**src/rtl/pdarb_pkg.sv**
```systemverilog
package pdarb_pkg;

    typedef enum logic [1:0] {
        CMD_HOLD = 2'd0,
        CMD_UP   = 2'd1,
        CMD_DOWN = 2'd2
    } sw_cmd_e;

    typedef struct packed {
        logic sw_down;
        logic analog_en;
    } policy_st_t;

    typedef struct packed {
        logic abort;
        logic invalid;
    } result_st_t;

endpackage

```
**src/rtl/pdarb_pin_sync.sv**
```systemverilog
module pdarb_pin_sync #(
    parameter int STAGES = 2
) (
    input  logic clk,
    input  logic rst_n,
    input  logic pin_async,
    output logic level,
    output logic fall
);
    typedef struct packed {
        logic [STAGES-1:0] chain;
        logic              prev;
    } sync_st_t;

    sync_st_t          cur_q;
    sync_st_t          nxt_d;
    logic [STAGES-1:0] chain_d;

    generate
        if (STAGES == 1) begin : g_single
            assign chain_d = pin_async;
        end else begin : g_multi
            assign chain_d = {cur_q.chain[STAGES-2:0], pin_async};
        end
    endgenerate

    always_comb begin
        nxt_d       = cur_q;
        nxt_d.chain = chain_d;
        nxt_d.prev  = cur_q.chain[STAGES-1];
    end

    always_ff @(posedge clk or negedge rst_n) begin
        if (!rst_n) begin
            cur_q <= '0;
        end else begin
            cur_q <= nxt_d;
        end
    end

    assign level = cur_q.chain[STAGES-1];
    assign fall  = cur_q.prev & ~cur_q.chain[STAGES-1];
endmodule

```
**src/rtl/pdarb_policy.sv**
```systemverilog
module pdarb_policy
    import pdarb_pkg::*;
(
    input  logic clk,
    input  logic rst_n,
    input  logic pin_level,
    input  logic pin_fall,
    input  logic sw_up_stb,
    input  logic sw_down_stb,
    output logic analog_en,
    output logic analog_en_next,
    output logic sw_down
);
    policy_st_t st_q;
    policy_st_t st_d;
    sw_cmd_e    cmd;

    // Power-down outranks every wake source in the same cycle.
    always_comb begin
        if (sw_down_stb) begin
            cmd = CMD_DOWN;
        end else if (sw_up_stb || pin_fall) begin
            cmd = CMD_UP;
        end else begin
            cmd = CMD_HOLD;
        end
    end

    always_comb begin
        st_d = st_q;
        case (cmd)
            CMD_DOWN: st_d.sw_down = 1'b1;
            CMD_UP:   st_d.sw_down = 1'b0;
            default:  st_d.sw_down = st_q.sw_down;
        endcase
        st_d.analog_en = ~pin_level & ~st_d.sw_down;
    end

    always_ff @(posedge clk or negedge rst_n) begin
        if (!rst_n) begin
            st_q <= '{sw_down: 1'b0, analog_en: 1'b1};
        end else begin
            st_q <= st_d;
        end
    end

    assign analog_en      = st_q.analog_en;
    assign analog_en_next = st_d.analog_en;
    assign sw_down        = st_q.sw_down;
endmodule

```
**src/rtl/pdarb_result.sv**
```systemverilog
module pdarb_result
    import pdarb_pkg::*;
(
    input  logic clk,
    input  logic rst_n,
    input  logic analog_en,
    input  logic analog_en_next,
    input  logic conv_busy,
    input  logic conv_done,
    output logic conv_abort,
    output logic result_invalid
);
    result_st_t st_q;
    result_st_t st_d;
    logic       drop;

    assign drop = analog_en & ~analog_en_next;

    always_comb begin
        st_d       = st_q;
        st_d.abort = drop & conv_busy;
        if (st_d.abort) begin
            st_d.invalid = 1'b1;
        end else if (conv_done && analog_en) begin
            st_d.invalid = 1'b0;
        end
    end

    always_ff @(posedge clk or negedge rst_n) begin
        if (!rst_n) begin
            st_q <= '0;
        end else begin
            st_q <= st_d;
        end
    end

    assign conv_abort     = st_q.abort;
    assign result_invalid = st_q.invalid;
endmodule

```
**src/rtl/pwrdn_arbiter.sv**
```systemverilog
module pwrdn_arbiter #(
    parameter int SYNC_STAGES = 2
) (
    input  logic clk,
    input  logic rst_n,
    input  logic pd_pin,
    input  logic sw_up_stb,
    input  logic sw_down_stb,
    input  logic conv_busy,
    input  logic conv_done,
    output logic analog_en,
    output logic conv_abort,
    output logic result_invalid
);
    logic pin_level;
    logic pin_fall;
    logic analog_en_next;
    logic sw_down;

    pdarb_pin_sync #(.STAGES(SYNC_STAGES)) u_sync (
        .clk       (clk),
        .rst_n     (rst_n),
        .pin_async (pd_pin),
        .level     (pin_level),
        .fall      (pin_fall)
    );

    pdarb_policy u_policy (
        .clk            (clk),
        .rst_n          (rst_n),
        .pin_level      (pin_level),
        .pin_fall       (pin_fall),
        .sw_up_stb      (sw_up_stb),
        .sw_down_stb    (sw_down_stb),
        .analog_en      (analog_en),
        .analog_en_next (analog_en_next),
        .sw_down        (sw_down)
    );

    pdarb_result u_result (
        .clk            (clk),
        .rst_n          (rst_n),
        .analog_en      (analog_en),
        .analog_en_next (analog_en_next),
        .conv_busy      (conv_busy),
        .conv_done      (conv_done),
        .conv_abort     (conv_abort),
        .result_invalid (result_invalid)
    );
endmodule

```
**config.mk**
```make
export PLATFORM = sky130hd
export DESIGN_NAME = pwrdn_arbiter
export DESIGN_NICKNAME = d
export VERILOG_FILES = /design/src/rtl/pdarb_pkg.sv /design/src/rtl/pdarb_pin_sync.sv /design/src/rtl/pdarb_policy.sv /design/src/rtl/pdarb_result.sv /design/src/rtl/pwrdn_arbiter.sv
export SDC_FILE = /design/constraint.sdc
export NUM_CORES = 1
export LEC_CHECK = 0
export ABC_AREA = 1
export BUFFER_PORTS_ARGS = -buffer_cell sky130_fd_sc_hd__buf_2
export CAP_MARGIN = 5
export CORE_AREA = 5 5 42 44
export CTS_CLUSTER_SIZE = 20
export DETAILED_ROUTE_END_ITERATION = 12
export DIE_AREA = 0 0 47 49
export MAX_ROUTING_LAYER = met4
export SYNTH_ARGS = -nofsm -noshare
export SYNTH_HDL_FRONTEND = slang
export SYNTH_HIERARCHICAL = 1
export SYNTH_SLANG_ARGS = --single-unit
```
**constraint.sdc**
```tcl
create_clock -name clk -period 2.7 [get_ports clk]
set_input_delay 0.405 -clock clk [delete_from_list [all_inputs] [get_ports clk]]
set_output_delay 0.405 -clock clk [all_outputs]
set_load 0.05 [all_outputs]
```
==> results_dict.tcl <==
set metrics [dict create \
    path_delay_family "flip-flops" \
    rsz0062_at_grt "no" \
    cts.root.buffer_cell "clkbuf_4" \
    syn_area_um2 244 \
    initial_utilization_pct 17.4 \
    run_status "finished, final reports clean" \
    critPathCapture "analog_en" \
    cp.depth 1 \
    drv_cap 0 \
    dpl_cell_area_um2 309 \
    cp-start-kind "register" \
    die_x_um 47 \
    grt_antenna_before_repair 0 \
    dpl.hpwl_um 292 \
    insertion_delay_ps 250 \
    finalHoldViolCount 0 \
    path_max_fanout 3 \
    antenna_cells 0 \
    p_int_mw 0.181 \
    core_area_um2 1400 \
    power_density_nw_per_um2 716 \
    cts_tree "done" \
    fillers 157 \
    fp.dieH_um 49 \
    cts_resized 0 \
    place.port_buffers 9 \
    slowest_stage "dfstp_2" \
    avgSynthCellArea_um2 11.6 \
    p_sw_mw 0.0665 \
    slowest_delay_ps 530 \
    route.detailed.drc 0 \
    min_path_type "in -> reg" \
    num_rows 14 \
    skew_ps 5.73 \
    yosysSeqAreaShare_pct 72.3 \
    worstPathCellList "buf_2" \
    finalMaxSlewViolations 0 \
    dieArea_um2 2300 \
    pwr-share-seq_pct 47.5 \
    clock.fmax_mhz 691 \
    yosys_warnings 6 \
    cts_hold_buf 1 \
    grt_pass1_vias 147 \
    grt_usage_pct 4.96 \
    grt_max_degree 8 \
    routabilityCongestion 0.665 \
    critPathKind "reg -> out" \
    io_pins 10 \
    switching_share_pct 26.9 \
    drtPass1Iterations 4 \
    pwr-share-comb_pct 14.9 \
    relSlewSlack_pct 83.3 \
    syn_nets 28 \
    final.min_clock_period_ps 1450 \
    r2r_cells 8 \
    ant_nets 0 \
    final_cell_mix "buf_2 (9), inv_1 (6), dfrtp_1 (6), clkbuf_4 (3), nand2_1 (3)" \
    finalInstanceArea_um2 345 \
    area_delta_synth_final_pct 41.5 \
    drive_gt1_share_pct 48.6 \
    grt_pass1_wl_um 703 \
    rr_endpoint "u_result/result_invalid" \
    arrival_ps 1040 \
    r2r-start "u_sync/level" \
    totalWireLength_um 398 \
    crit_path_end_kind "output pin" \
    cts.sinks 7 \
    cts_buffers 3 \
    clock_path_buffers 2 \
    setup_viol 0 \
    post_cts_buffers 0 \
    clkSlewWorstSetupHoldPaths_ps 50 \
    whs_path_depth 1 \
    critPathBufInv 1 \
    required_ps 2300 \
    layout_commonest_cell "buf_2" \
    r2r_setup_slack_ps 1670 \
    startpoint "u_policy/analog_en" \
    wl_per_cell_um 7.80 \
    fin_crit_sh_pct 53.6 \
    synth_seq_cells 7 \
    vias 162 \
    worst_pin_slew_ps 253 \
    tns_ps 0 \
    power.leakage_nw 0.190 \
    grt_overflow 0 \
    syn-instance-count 21 \
    clockPowerShare_pct 37.5 \
    drt_iter0_drc 4 \
    vias_per_cell 3.18 \
    htree_levels 1 \
    synth.distinct_cells 8 \
    nets 43 \
    ir_drop_uv 226 \
]
==> power by group through the flow <==
stage | Clock [mW] | Sequential (mW) | Combinational (mW)
2_1_floorplan | 0 | 0.135 | 0.00799
3_3_place_gp | 0 | 0.119 | 0.0360
3_5_place_dp | 0 | 0.119 | 0.0365
4_1_cts | 0.100 | 0.118 | 0.0375
5_1_grt | 0.111 | 0.119 | 0.0402
6_report | 0.0928 | 0.118 | 0.0369
==> metrics by stage <==
step           utilization, %  hold WS, ps  total power, mW  std cells  worst slack [ps]
3_5_place_dp             22.1          244            0.155         46              1520
3_3_place_gp             22.1          243            0.155         46              1520
6_report                 24.6          268            0.247         51              1250
4_1_cts                  24.6          251            0.255         51              1240
5_1_grt                  24.6          250            0.269         51              1200
2_1_floorplan               -          109            0.143         21              1620
==> cell type report <==
type | count | area, um2 | share of cell area, %
flip-flops and latches | 7 | 176 | 51.1
repair buffers | 10 | 55.1 | 15.9
multi-input cells | 8 | 45.0 | 13.0
clock buffers | 4 | 26.3 | 7.61
inverters | 6 | 22.5 | 6.52
well taps | 16 | 20.0 | 5.80
==> kinds of logic (layout without fill, tap and decap cells) <==
logic type             Yosys count  count (layout)  synth area share (%)
buffers and inverters            6              20                  9.23
DFF                              7               7                  72.3
and+or+nand+nor                  8               8                  18.5
==> layer usage <==
metal / global-route usage, % / vias to the layer above / wire length (um)
met3: 4.80 / 0 / 62
met5: - / - / 0
li1: - / 87 / -
met2: 2.71 / 10 / 135
met4: 4.15 / 0 / 0
met1: 7.71 / 65 / 199
==> flip-flops by register name, summed over array words and instances (netlist names) <==
signal                   cells
u_sync/chain_d               1
u_policy/sw_down             1
u_sync/level                 1
u_policy/analog_en           1
u_sync/cur_q                 1
u_result/conv_abort          1
u_result/result_invalid      1
==> synthesized netlist by cell type <==
cell / n / share of area [%]
nand2_1: 3 / 4.6
nand3_2: 1 / 4.1
nand3_1: 1 / 2.0
dfstp_2: 1 / 11
nor2_2: 2 / 5.1
dfrtp_1: 6 / 62
inv_1: 6 / 9.2
nand2_2: 1 / 2.6
==> how the worst min path moves through the flow <==
stage                      start                       to  slack [ps]
final                     pd_pin        u_sync/chain_d[1]         270
after global routing      pd_pin        u_sync/chain_d[1]         250
after CTS                 pd_pin        u_sync/chain_d[1]         250
after detailed placement   rst_n  u_result/result_invalid         240
after global placement     rst_n        u_sync/chain_d[1]         240
after floorplan            rst_n         u_policy/sw_down         110
Note: power is estimated with default switching activity, not from simulation.
